[src/rtl/audio_route_sel.sv]
module audio_route_sel #(
  parameter int SW    = 3,
  parameter int NMCLK = 5,
  parameter int RW    = 3*SW + 2
) (
  input  logic                 clk,
  input  logic                 rst_n,
  input  logic                 wr_en,
  input  logic [RW-1:0]        wr_data,
  output logic [RW-1:0]        rd_data,
  input  logic [NMCLK-1:0]     mclk_in,
  input  logic [(1<<SW)-1:0]   bclk_in,
  input  logic [(1<<SW)-1:0]   fclk_in,
  input  logic [(1<<SW)-1:0]   din_in,
  output logic                 mclk_out,
  output logic                 bclk_out,
  output logic                 fclk_out,
  output logic                 din_out,
  output logic                 busy
);
  localparam int NS    = 1 << SW;
  localparam int F_BIT = 3*SW;
  localparam int C_BIT = 3*SW + 1;
  localparam logic [NS-1:0] ONE = NS'(1);

  typedef enum logic [1:0] {IDLE, DROP, RAISE} ph_t;

  logic [SW-1:0] sh_m, sh_p, sh_d;
  logic          sh_f;
  logic [SW-1:0] act_q;

  logic          commit, frc;
  logic [SW-1:0] w_m, w_p, w_d;
  logic          m_ok;

  assign commit = wr_en & wr_data[C_BIT];
  assign frc    = wr_data[F_BIT];
  assign w_m    = wr_data[SW-1:0];
  assign w_p    = wr_data[2*SW-1:SW];
  assign w_d    = wr_data[3*SW-1:2*SW];
  assign m_ok   = 32'(w_m) < NMCLK;

  logic [NS-1:0] src_v [2];
  logic          req_v [2];
  logic [SW-1:0] sel_v [2];
  logic [NS-1:0] en_q  [2];
  logic [SW-1:0] cur_q [2];
  logic [SW-1:0] tgt_q [2];
  ph_t           ph_q  [2];

  assign src_v[0] = NS'(mclk_in);
  assign src_v[1] = bclk_in;
  assign req_v[0] = commit & m_ok;
  assign req_v[1] = commit;
  assign sel_v[0] = w_m;
  assign sel_v[1] = w_p;

  always_ff @(posedge clk or negedge rst_n) begin
    if (!rst_n) begin
      sh_m  <= '0;
      sh_p  <= '0;
      sh_d  <= '0;
      sh_f  <= 1'b0;
      act_q <= '0;
    end else if (wr_en) begin
      sh_m <= w_m;
      sh_p <= w_p;
      sh_d <= w_d;
      sh_f <= frc;
      if (commit) act_q <= w_d;
    end
  end

  always_ff @(posedge clk or negedge rst_n) begin
    if (!rst_n) begin
      for (int p = 0; p < 2; p++) begin
        en_q[p]  <= ONE;
        cur_q[p] <= '0;
        tgt_q[p] <= '0;
        ph_q[p]  <= IDLE;
      end
    end else begin
      for (int p = 0; p < 2; p++) begin
        if (req_v[p] && frc) begin
          en_q[p]  <= ONE << sel_v[p];
          cur_q[p] <= sel_v[p];
          tgt_q[p] <= sel_v[p];
          ph_q[p]  <= IDLE;
        end else if (req_v[p]) begin
          tgt_q[p] <= sel_v[p];
          if (ph_q[p] == IDLE && sel_v[p] != cur_q[p]) ph_q[p] <= DROP;
        end else begin
          case (ph_q[p])
            DROP: if (!src_v[p][cur_q[p]]) begin
              en_q[p] <= '0;
              ph_q[p] <= RAISE;
            end
            RAISE: if (!src_v[p][tgt_q[p]]) begin
              en_q[p]  <= ONE << tgt_q[p];
              cur_q[p] <= tgt_q[p];
              ph_q[p]  <= IDLE;
            end
            default: ;
          endcase
        end
      end
    end
  end

  assign rd_data  = RW'({1'b0, sh_f, sh_d, sh_p, sh_m});
  assign mclk_out = |(src_v[0] & en_q[0]);
  assign bclk_out = |(bclk_in & en_q[1]);
  assign fclk_out = |(fclk_in & en_q[1]);
  assign din_out  = din_in[act_q];
  assign busy     = (ph_q[0] != IDLE) | (ph_q[1] != IDLE);
endmodule

[config.mk]
export PLATFORM = sky130hd
export DESIGN_NAME = audio_route_sel
export DESIGN_NICKNAME = d
export VERILOG_FILES = /design/src/rtl/audio_route_sel.sv
export SDC_FILE = /design/constraint.sdc
export NUM_CORES = 1
export LEC_CHECK = 0
export BUFFER_PORTS_ARGS = -buffer_cell sky130_fd_sc_hd__buf_2
export CORE_MARGIN = 4
export CORE_UTILIZATION = 40
export DETAILED_ROUTE_END_ITERATION = 7
export GPL_TIMING_DRIVEN = 0
export PLACE_DENSITY = 0.73
export SYNTH_ARGS = -nofsm -noshare
export SYNTH_HDL_FRONTEND = slang
export SYNTH_SLANG_ARGS = --single-unit
[constraint.sdc]
create_clock -name clk -period 2.5 [get_ports clk]
set_input_delay 0 -clock clk [delete_from_list [all_inputs] [get_ports clk]]
set_output_delay 0 -clock clk [all_outputs]
set_load 0.02 [all_outputs]
==> results of run 1 <==
-- layer usage --
metal  GRT usage, %  share of wire [%]
met4          6.137                1.8
met3          2.744                5.7
met5              0                  0
met1          22.75                 43
met2          27.19                 49
-- registers in the layout, summed over array words and instances, names as in the netlist --
register and count:
en_q 13, sh_d 3, sh_p 3, sh_f 1
sh_m 3, act_q 3, tgt_q 6, ph_q 4
cur_q 6
-- stage by stage --
stage               power, mW  hold slack, ns  util [%]
floorplan               1.850         -0.2956         -
global placement        2.134          0.2006     47.93
detailed placement      2.165          0.2014     47.93
CTS                     2.613         0.02353     50.21
global route            2.792         0.03072     50.36
finish                  2.602         0.01810     50.36
-- area by class of cell --
type	count	area share, %
inverters	4	0.4977
multi-input cells	186	45.96
plain buffers	12	2.032
clock inverters	2	0.4562
flip-flops and latches	42	34.92
well taps	75	3.111
repair buffers	59	10.62
clock buffers	6	2.406
-- path summary, 6_finish.rpt --
kind,endpoint,cells after the start
max,en_q[4],7
min reg2reg,sh_d[2],1
max reg2reg,en_q[4],7
min in group asynchronous,sh_d[2],2
max in group asynchronous,ph_q[3],2
min,tgt_q[5],3
-- power by group --
| group | internal (mW) | switching (mW) | total (mW) |
|---|---|---|---|
| combinational | 0.545 | 0.580 | 1.13 |
| sequential | 0.864 | 0.179 | 1.04 |
| clock | 0.197 | 0.236 | 0.434 |
| total | 1.61 | 0.996 | 2.60 |
-- cells by family (layout without fill, tap and decap cells) --
kind of cell | after synthesis | in the layout
muxes | 42 | 42
adders and majority gates | 3 | 3
AOI/OAI and AO/OA | 45 | 45
other | 1 | 1
buffers and inverters | 16 | 83
and+or+nand+nor | 89 | 89
xor gates and xnor gates | 6 | 6
DFF | 42 | 42
-- critical path, cell delays in order (launching register included) --
cell and delay (ns):
dfrtp_1 0.34, buf_6 0.14, mux4_1 0.60, mux2i_4 0.22
mux2_2 0.20, nand2_2 0.06, a21oi_4 0.28, mux2_2 0.38
-- layout by cell type (no fill, tap or decap), types with 6 or more instances in the layout --
master / netlist / layout
dfrtp_1: 40 / 40
mux2_2: 28 / 28
nand2_1: 38 / 38
o21ai_0: 7 / 7
nand3_1: 6 / 6
buf_2: 1 / 55
xor2_1: 6 / 6
a22oi_1: 9 / 9
clkbuf_1: 7 / 8
nor2_1: 15 / 15
mux2i_1: 7 / 7
nand2b_1: 8 / 8
o22ai_1: 7 / 7
-- repair_timing --
| action | 4_1_cts | 5_1_grt |
|---|---|---|
| endpoints found under the hold margin | 47 | 0 |
| endpoints found under the setup margin | 0 | 7 |
| resized for setup | 0 | 1 |
| hold buffers | 5 | 0 |
==> results.py, run 1 <==
metrics = {
    "cells_and_area": {
        "fill_cells": 539,
        "multiInputGateArea_um2": 1386,
        "n_antenna_cell": 0,
        "areaGrowthSynthToFinish_pct": 20.31,
        "layout-drive-gt1-share_pct": 33.76,
        "final_cells": 386,
        "stdcell_area_um2": 3017,
        "final_nets": 356,
        "seq_area_um2": 1054,
    },
    "placement": {
        "place_inst": 373,
        "post-dp-hpwl_mm": 4.526,
        "dpl_worst_slack_ns": 0.08414,
        "gp_congestion": 0.8648,
        "io_buffers": 54,
        "place_area_um2": 2872,
    },
    "floorplan": {
        "start_util_pct": 41.85,
        "die_w_um": 87.18,
        "ioPinCount": 59,
        "die_h_um": 87.18,
        "core_um2": 5991,
        "dieArea_um2": 7599,
        "rows": 28,
    },
    "global_route": {
        "first_global_vias": 2204,
        "antenna_found_initial": 0,
        "grt_overflow": 0,
        "grt_pass1_wl_mm": 10.21,
        "grt_usage_pct": 16.82,
        "grt_max_degree": 43,
    },
    "timing": {
        "drv_slew": 0,
        "worstMarginPinSlew_ns": 0.9412,
        "fin_crit_ns": 2.345,
        "max_freq_mhz": 426.5,
        "rsz0062_at_grt": "false",
        "timing.final.hold_violations": 0,
        "post-route-period-util_pct": 93.79,
        "setup_viol": 0,
        "fin_skew_ns": 0.01501,
        "setup_tns_ns": 0,
        "setup_slack_ns": 0.1552,
        "slew_headroom_pct": 37.25,
    },
    "yosys": {
        "yosysTopAreaCell": "dfrtp_1",
        "synth-xor-area-share_pct": 2.096,
        "synth_simple_gate_area_share_pct": 16.82,
        "ys_seq_elements": 42,
        "synth_top_family_by_area": "multiplexers",
        "async_reset_ff_share_pct": 100.0,
        "yosysMostFrequentCell": "dfrtp_1",
        "synth_area_leaders": "dfrtp_1 (40%), mux2_2 (13%), nand2_1 (5.7%)",
        "syn_avg_cell_area_um2": 10.28,
        "synth-edff-count": 0,
        "ys_top_cells_by_count": "dfrtp_1 (40), nand2_1 (38), mux2_2 (28)",
        "ys_seq_area_share_pct": 42.02,
        "yosysWarnings": 0,
        "yosys.area_share.adder_pct": 1.497,
        "synthFlopType": "dfrtp_1",
        "synthMuxAreaShare_pct": 21.46,
        "syn_inst": 244,
        "synth-compound-area-share_pct": 12.92,
        "synth_area_um2": 2507,
        "syn-num-nets": 290,
        "synth.distinct_cells": 48,
        "yosys.area.top_type_share_pct": 39.92,
    },
    "critical_path": {
        "worst_setup_path_end_kind": "flip-flop",
        "r2r_slack_ns": 0.16,
        "crit_arrival_ns": 2.52,
        "r2r-start": "tgt_q[1]",
        "path_class": "reg -> reg",
        "crit_required_ns": 2.68,
        "cp_max_fo": 9,
        "critPathLaunchType": "flip-flop",
        "critPathLaunch": "tgt_q[1]",
    },
    "routing": {
        "drc": 0,
        "drt_iter0_drc": 138,
        "dr.pass1.iters": 4,
        "vias": 2145,
        "viasPerCell": 5.557,
        "wirelength_mm": 6.004,
        "wire_per_inst_um": 15.55,
        "antenna_left": 0,
    },
    "clock_network": {
        "cts_root_buf": "clkbuf_8",
        "cts.sinks": 42,
        "clock_path_buffers": 2,
        "clk_latency_ns": 0.30,
        "htreeDepth": 2,
        "cts_setup_buffers": 0,
        "cts_tree": "built",
        "clk_pin_slew_worst_paths_ns": 0.08,
        "numCtsBuffers": 5,
    },
    "min_path": {
        "hp-start": "wr_data[2]",
        "holdCritPathClass": "in -> reg",
    },
    "pwr": {
        "power_density_nw_per_um2": 862.4,
        "max-vdd-ir-drop_uv": 352.0,
        "p_leak_nw": 1.394,
    },
    "flow_run": {
        "cap_violations": 0,
    },
    "status": {
        "status": "finished clean",
    },
}
Power figures use the tool's default switching activity.
==> run 2: changes to the inputs <==
Settings changed: CORE_UTILIZATION 40 to 54, CTS_CLUSTER_DIAMETER set to 40, PLACE_DENSITY 0.73 to 0.91.
==> results.py, run 2 (synthesized netlist as in run 1, its figures left out) <==
metrics = {
    "status": {
        "status": "finished clean",
    },
    "placement": {
        "post-dp-hpwl_mm": 4.452,
        "io_buffers": 54,
        "gp_congestion": 0.9618,
        "place_area_um2": 2843,
    },
    "clock_network": {
        "cts.sinks": 42,
        "cts_tree": "built",
        "clk_latency_ns": 0.30,
        "ctsResizeCount": 0,
        "numCtsBuffers": 5,
        "cts_root_buf": "clkbuf_8",
        "clock_path_buffers": 2,
        "htreeDepth": 2,
        "clk_pin_slew_worst_paths_ns": 0.08,
    },
    "critical_path": {
        "crit_arrival_ns": 2.62,
        "crit_buf_inv": 1,
        "crit_path_frequent_cell": "mux2_2",
        "worstPathCellList": "buf_6 > mux4_1 > mux2i_2 > mux2_2 > nand2_2 > a21oi_4 > mux2_2",
        "slowest_stage": "mux4_1",
        "critPathMaxStageDelay_ns": 0.57,
        "worst_setup_path_end_kind": "flip-flop",
        "cp_max_fo": 9,
        "path_class": "reg -> reg",
        "crit_required_ns": 2.69,
        "cpLargestDelayFamily": "multiplexers",
        "r2r_slack_ns": 0.07,
        "critPathLaunchType": "flip-flop",
    },
    "pwr": {
        "internal-power_mw": 1.808,
        "p_seq_share_pct": 37.0,
        "p_total_mw": 2.816,
        "power_density_nw_per_um2": 923.3,
        "pwr-share-clk_pct": 22.9,
        "switching_share_pct": 35.79,
        "pwr-share-comb_pct": 40.1,
        "p_switching_mw": 1.008,
        "p_leak_nw": 1.424,
        "max-vdd-ir-drop_uv": 452.6,
    },
    "timing": {
        "rsz0062_at_grt": "false",
        "fin_skew_ns": 0.006220,
        "slew_headroom_pct": 37.69,
        "drv_slew": 0,
        "fin_crit_ns": 2.429,
        "max_freq_mhz": 411.7,
        "worstMarginPinSlew_ns": 0.9347,
        "post-route-period-util_pct": 97.16,
        "timing.final.hold_violations": 0,
        "setup_viol": 0,
        "setup_tns_ns": 0,
        "hold-worst-slack_ns": 0.02340,
    },
    "cells_and_area": {
        "areaGrowthSynthToFinish_pct": 21.66,
        "final_nets": 358,
        "seq_area_um2": 1054,
        "fin_util_pct": 69.10,
        "reg_top3": "en_q: 13 flops, cur_q: 6 flops, tgt_q: 6 flops",
        "top_register": "en_q",
        "multiInputGateArea_um2": 1378,
        "largest_reg_flops": 13,
        "stdcell_area_um2": 3050,
        "final_common_cell": "buf_2",
        "fill_cells": 341,
        "n_antenna_cell": 0,
        "layout-drive-gt1-share_pct": 33.87,
        "final_cell_mix": "buf_2 (55), dfrtp_1 (40), nand2_1 (38)",
    },
    "global_route": {
        "grt_pass1_wl_mm": 10.03,
        "grt_usage_pct": 20.92,
        "antenna_found_initial": 0,
        "grt_overflow": 0,
        "grt_max_degree": 43,
        "first_global_vias": 2163,
    },
    "routing": {
        "dr.pass1.iters": 4,
        "drc": 0,
        "vias": 2209,
        "antenna_left": 0,
        "drt_iter0_drc": 159,
        "wirelength_mm": 6.065,
        "viasPerCell": 6.052,
        "wire_per_inst_um": 16.62,
    },
    "floorplan": {
        "start_util_pct": 56.80,
        "rows": 24,
        "ioPinCount": 59,
        "die_h_um": 76.14,
        "dieArea_um2": 5797,
        "core_um2": 4414,
        "die_w_um": 76.14,
    },
    "min_path": {
        "holdCritPathClass": "in -> reg",
    },
    "flow_run": {
        "cap_violations": 0,
    },
}
-- run 2: cell count changes in the layout (fill, tap and decap cells not counted), sizes merged --
cell         before  now
bufinv            0    2
dlygate4sd3       5    7
clkinv            2    1
clkbuf           13   12
-- run 2: layout make-up --
type	instances	area share, %
well taps	52	2.133
flip-flops and latches	42	34.54
clock buffers	5	2.256
multi-input cells	186	45.16
inverters	4	0.4922
repair buffers	61	11.16
clock inverters	3	2.256
plain buffers	12	2.010
-- run 2: per-layer routing --
layer | vias to the layer above | global-route usage [%] | routed length, µm
li1 | 1032 | - | -
met1 | 1075 | 25.65 | 2416
met2 | 86 | 35.79 | 3108
met3 | 16 | 4.610 | 393
met4 | 0 | 7.867 | 146
met5 | - | 0 | 0
-- run 2: power groups by stage --
stage	Clock [mW]	Sequential (mW)	Combinational [mW]
global placement	0	1.04	1.07
floorplan	0	1.02	0.830
finish	0.645	1.04	1.13
global route	0.693	1.07	1.23
CTS	0.651	1.04	1.12
detailed placement	0	1.05	1.10
-- run 2: stage by stage --
stage | worst slack, ns | std cells
after floorplan | 0.3272 | 244
after global placement | 0.1588 | 350
after detailed placement | 0.1175 | 350
after CTS | 0.07952 | 365
after global routing | 0.02830 | 365
final | 0.07098 | 365
-- run 2: path summary, 6_finish.rpt --
check	startpoint	to	cells past startpoint
worst min-delay path	wr_data[0]	sh_m[0]	2
worst max register to register	tgt_q[1]	en_q[4]	7
worst max-delay path	tgt_q[1]	en_q[4]	7
max in group asynchronous	rst_n	en_q[3]	2
worst min register to register	sh_p[0]	sh_p[0]	1
min in group asynchronous	rst_n	cur_q[3]	2
-- run 2: timing repair --
item,4_1_cts,5_1_grt
setup buffers,0,0
endpoints found under the hold margin,49,0
hold buffers,7,0
